<file path="src/rtl/tlbwf_pkg.sv">
package tlbwf_pkg;

  typedef enum logic [1:0] {
    SEL_INDEX  = 2'd0,
    SEL_WIRED  = 2'd1,
    SEL_PGMASK = 2'd2,
    SEL_NONE   = 2'd3
  } regSel_e;

  typedef struct packed {
    logic idxLoad;
    logic idxMergeFlag;
    logic wiredLoad;
    logic wiredWrap;
    logic pmLoad;
  } wrStrobe_t;

endpackage

</file>
<file path="src/rtl/tlbwf_ctrl.sv">
module tlbwf_ctrl
  import tlbwf_pkg::*;
#(
  parameter int ENTRIES    = 16,
  parameter int PAGE_SHIFT = 12
) (
  input  logic        wrEn,
  input  regSel_e     wrSel,
  input  logic [31:0] wrData,
  input  logic        newRev,
  output wrStrobe_t   strobe
);

  localparam int          FIELD_LSB = PAGE_SHIFT + 1;
  localparam int          FIELD_W   = 32 - FIELD_LSB;
  localparam int          NUM_PAT   = 9;
  localparam logic [31:0] ENT_V     = 32'(ENTRIES);

  logic [FIELD_W-1:0] pmField;
  logic [NUM_PAT-1:0] patHit;
  logic               idxInRange;
  logic               wiredInRange;
  logic               allOnes;
  logic               pmLegal;

  assign pmField = wrData[31:FIELD_LSB];

  // Supported page sizes grow by a factor of four: 2^(2k)-1 in the field
  for (genvar k = 0; k < NUM_PAT; k++) begin : g_pat
    localparam logic [63:0]        PAT64 = (64'd1 << (2 * k)) - 64'd1;
    localparam logic [FIELD_W-1:0] PAT   = PAT64[FIELD_W-1:0];
    assign patHit[k] = (pmField == PAT);
  end

  assign idxInRange   = ({1'b0, wrData[30:0]} < ENT_V);
  assign wiredInRange = (wrData < ENT_V);
  assign allOnes      = &wrData;
  assign pmLegal      = !newRev || allOnes || (|patHit);

  always_comb begin
    strobe              = '0;
    strobe.idxMergeFlag = newRev;
    strobe.wiredWrap    = !newRev;
    if (wrEn) begin
      unique case (wrSel)
        SEL_INDEX:  strobe.idxLoad   = idxInRange;
        SEL_WIRED:  strobe.wiredLoad = !newRev || wiredInRange;
        SEL_PGMASK: strobe.pmLoad    = pmLegal;
        default:    ;
      endcase
    end
  end

endmodule

</file>
<file path="src/rtl/tlbwf_dpath.sv">
module tlbwf_dpath
  import tlbwf_pkg::*;
#(
  parameter int ENTRIES    = 16,
  parameter int PAGE_SHIFT = 12
) (
  input  logic        clk,
  input  logic        rst_n,
  input  wrStrobe_t   strobe,
  input  logic [31:0] wrData,
  output logic [31:0] indexReg,
  output logic [31:0] wiredReg,
  output logic [31:0] pageMaskReg
);

  localparam logic [31:0] ENT_V   = 32'(ENTRIES);
  localparam logic [31:0] LOW_CLR = (32'd1 << (PAGE_SHIFT + 1)) - 32'd1;
  localparam logic [31:0] PM_KEEP = 32'h1FFF_FFFF & ~LOW_CLR;

  logic [31:0] idxNext;
  logic [31:0] wiredNext;

  assign idxNext   = {indexReg[31] | (strobe.idxMergeFlag & wrData[31]), wrData[30:0]};
  assign wiredNext = strobe.wiredWrap ? (wrData % ENT_V) : wrData;

  always_ff @(posedge clk) begin
    if (!rst_n) begin
      indexReg    <= '0;
      wiredReg    <= '0;
      pageMaskReg <= '0;
    end else begin
      if (strobe.idxLoad)   indexReg    <= idxNext;
      if (strobe.wiredLoad) wiredReg    <= wiredNext;
      if (strobe.pmLoad)    pageMaskReg <= wrData & PM_KEEP;
    end
  end

endmodule

</file>
<file path="src/rtl/tlb_ctl_wfilter.sv">
module tlb_ctl_wfilter
  import tlbwf_pkg::*;
#(
  parameter int ENTRIES    = 16,
  parameter int PAGE_SHIFT = 12
) (
  input  logic        clk,
  input  logic        rst_n,
  input  logic        wrEn,
  input  logic [1:0]  wrSel,
  input  logic [31:0] wrData,
  input  logic        newRev,
  output logic [31:0] indexReg,
  output logic [31:0] wiredReg,
  output logic [31:0] pageMaskReg
);

  wrStrobe_t strobe;

  tlbwf_ctrl #(.ENTRIES(ENTRIES), .PAGE_SHIFT(PAGE_SHIFT)) ctrl_i (
    .wrEn   (wrEn),
    .wrSel  (regSel_e'(wrSel)),
    .wrData (wrData),
    .newRev (newRev),
    .strobe (strobe)
  );

  tlbwf_dpath #(.ENTRIES(ENTRIES), .PAGE_SHIFT(PAGE_SHIFT)) dpath_i (
    .clk         (clk),
    .rst_n       (rst_n),
    .strobe      (strobe),
    .wrData      (wrData),
    .indexReg    (indexReg),
    .wiredReg    (wiredReg),
    .pageMaskReg (pageMaskReg)
  );

endmodule

</file>
<file path="config.mk">
export PLATFORM = sky130hd
export DESIGN_NAME = tlb_ctl_wfilter
export DESIGN_NICKNAME = d
export VERILOG_FILES = /design/src/rtl/tlbwf_pkg.sv /design/src/rtl/tlbwf_ctrl.sv /design/src/rtl/tlbwf_dpath.sv /design/src/rtl/tlb_ctl_wfilter.sv
export SDC_FILE = /design/constraint.sdc
export NUM_CORES = 1
export LEC_CHECK = 0
export BUFFER_PORTS_ARGS = -buffer_cell sky130_fd_sc_hd__buf_2
export CAP_MARGIN = 20
export CORE_ASPECT_RATIO = 0.6
export CORE_UTILIZATION = 53
export DETAILED_ROUTE_END_ITERATION = 16
export PLACE_DENSITY_LB_ADDON = 0.3
export SYNTH_ARGS = -nofsm -noshare
export SYNTH_HDL_FRONTEND = slang
export SYNTH_HIERARCHICAL = 1
export SYNTH_SLANG_ARGS = --single-unit
</file>
<file path="constraint.sdc">
create_clock -name clk -period 6.7 [get_ports clk]
set_clock_uncertainty 0.05 [all_clocks]
set_input_delay 1.34 -clock clk [delete_from_list [all_inputs] [get_ports clk]]
set_output_delay 1.34 -clock clk [all_outputs]
set_load 0.05 [all_outputs]
</file>
==> results.yml <==
min_path:
  whs_path_depth: 2
  hold_start: "dpath_i/wiredReg[31]"
  min_path_type: "reg -> reg"
  hold_end: "dpath_i/wiredReg[31]"
synth:
  yosysWarnings: 6
  synth-edff-count: 0
  synth_top_area_share_pct: 44.6
  synth_ff_type: "dfxtp_1"
  avgSynthCellArea_um2: 11.0
  synthCells: 326
  synth-seq-area-share_pct: 44.6
  yosysTopAreaCell: "dfxtp_1"
  synthesis.area_mm2: 0.00359
  synth.area.top_cells: "dfxtp_1 (45%), mux2i_1 (14%), nor2b_1 (11%), a32o_2 (6.9%), buf_4 (4.4%)"
  ys_seq_elements: 80
  synth.distinct_cells: 42
  async_flop_share_pct: 0
power_and_ir_drop:
  totalPowerFinal_w: 0.00103
  vdd_drop_max_mv: 0.197
  power_per_cell_area_mw_per_mm2: 237
  leakage_nw: 1.96
worst_setup_path:
  regToRegSetupSlack_ps: 5840
  critPathLaunchType: "primary input"
  critical_path.max_stage_delay_ps: 940
  path_max_fanout: 60
  cp_num_buf_inv: 1
  r2r-start: "dpath_i/wiredReg[12]"
  cp-end-kind: "register"
  crit_path_cell_trace: "buf_2, nor4_1, nand4_1, or3_1, o21ai_1, and4b_2, and2b_2, a32o_2"
  crit_required_ps: 6880
  r2r_end: "dpath_i/wiredReg[12]"
  crit_type: "in -> reg"
  crit_arrival_ps: 4060
  rr_worst_depth: 2
  slowest_stage: "and4b_2"
  critPathTopFamily: "simple AND/OR/NAND/NOR gates"
cells_and_area:
  antennaDiodeCount: 0
  syn_to_final_growth_pct: 20.8
  fin_cells: 520
  finalNetCount: 470
  layout-drive-gt1-share_pct: 39.4
  design_area_mm2: 0.00434
sta:
  fin_crit_sh_pct: 58.0
  hold_viol_final: 0
  relSlewSlack_pct: 31.7
  grt_setup_unrepaired: "no"
  period_needed_ps: 3880
  fmax_mhz: 258
  setup_viol: 0
  finalSetupTns_ps: 0
  worstMarginPinSlew_ps: 1020
  drv_slew: 0
  worst_hold_slack_ps: 434
grt:
  antenna_found_initial: 0
  overflow: 0
  grt_max_degree: 82
  grt_pass1_wl_um: 13300
  first_global_vias: 2569
  grt_usage_pct: 25.1
die:
  pin_count: 134
  dieArea_mm2: 0.00712
  rows: 22
  die_h_um: 65.8
  core_mm2: 0.00633
  initial_core_util_pct: 56.7
  die_x_um: 108
route:
  drt_iter0_drc: 91
  drt_drc_violations_left: 0
  wirelength_um: 8310
  wire_per_inst_um: 16.0
  ant_nets: 0
  via_count: 2698
  firstDrtPassIters: 5
  via_per_inst: 5.19
run:
  cap_violations: 0
placement:
  dp_hpwl_um: 5730
  io_buffer_count: 117
  dpl-instance-area_mm2: 0.00406
  place_congestion: 0.806
  dp_cells: 504
run_status:
  status: "finished clean"
cts:
  cts_sinks: 80
  tritoncts: "done"
  cts_buffers: 9
  cts_htree_levels: 3
  path_clk_slew_ps: 50
  cts_root_buffer: "clkbuf_16"
  clock_path_buffers: 2
  post_cts_buffers: 0
  cts_hold_buf: 0
  clk_latency_ps: 330
  cts.repair.resized: 0
## cell families after synthesis
group	Yosys count	share of synthesized area [%]
DFF	80	44.6
other	1	0.104
muxes	51	14.2
xor gates and xnor gates	4	0.976
and+or+nand+nor	114	21.4
AOI/OAI and AO/OA	34	9.58
buffers and inverters	42	9.13
## worst register-to-register path: stages (launching register included)
cell,delay [ps]
dfxtp_1,310
nor2b_1,140
a32o_2,260
## state kept, by name, summed over array words and instances (netlist names)
| register | cells |
|---|---|
| dpath_i/wiredReg | 32 |
| dpath_i/indexReg | 32 |
| dpath_i/pageMaskReg | 16 |
## power by group
group	internal, W	switching [W]	leakage [nW]
clock	0.000269	0.000173	0.130
sequential	0.000481	0.00000229	0.645
combinational	0.0000284	0.0000735	1.19
total	0.000778	0.000249	1.96
## how the worst max path moves through the flow
stage,startpoint,end,cells after the start
finish,wrData[18],dpath_i/wiredReg[28],8
global route,wrData[18],dpath_i/wiredReg[28],8
CTS,wrData[18],dpath_i/wiredReg[28],8
detailed placement,wrData[18],dpath_i/wiredReg[28],8
global placement,wrData[18],dpath_i/wiredReg[28],8
floorplan,wrData[26],dpath_i/wiredReg[28],8
## placed cells by master (no fill, tap or decap), drive strengths merged, types with 3 or more instances in the layout
master,Yosys,final
dfxtp,80,80
nor2,4,4
nand4,8,8
xnor2,3,3
and2b,17,17
nor2b,63,63
nand2,3,3
or3,3,3
mux2i,51,51
clkbuf,4,15
buf,33,121
nor4,6,6
a32o,27,27
conb,1,16
## through the flow
stage                     util [%]  worst slack [ps]
after floorplan                  -              3410
after global placement        64.1              2580
after detailed placement      64.1              2520
after CTS                     68.3              2880
after global routing          68.5              2700
final                         68.5              2820
## cell usage after synthesis (all sizes together), types with 3 or more instances
cell	number
or3	3
nor4	6
xnor2	3
nand2	3
clkbuf	4
nand4	8
nor2b	63
dfxtp	80
and2b	17
dlygate4sd1	3
mux2i	51
buf	33
nor2	4
a32o	27
## routing by layer
metal / track usage (%) / share of wire, %
met5: 0 / 0
met4: 9.12 / 1.2
met3: 9.42 / 8.6
met2: 36.5 / 41
met1: 33.7 / 49
## cell type report
| cell class | count | area, um2 |
|---|---|---|
| tap | 84 | 105 |
| timing repair buffer | 121 | 623 |
| inverter | 1 | 3.75 |
| fill | 484 | 1990 |
| multi-input combinational | 219 | 1740 |
| clock buffer | 15 | 268 |
| sequential | 80 | 1600 |
(Power assumes the default switching activity.)
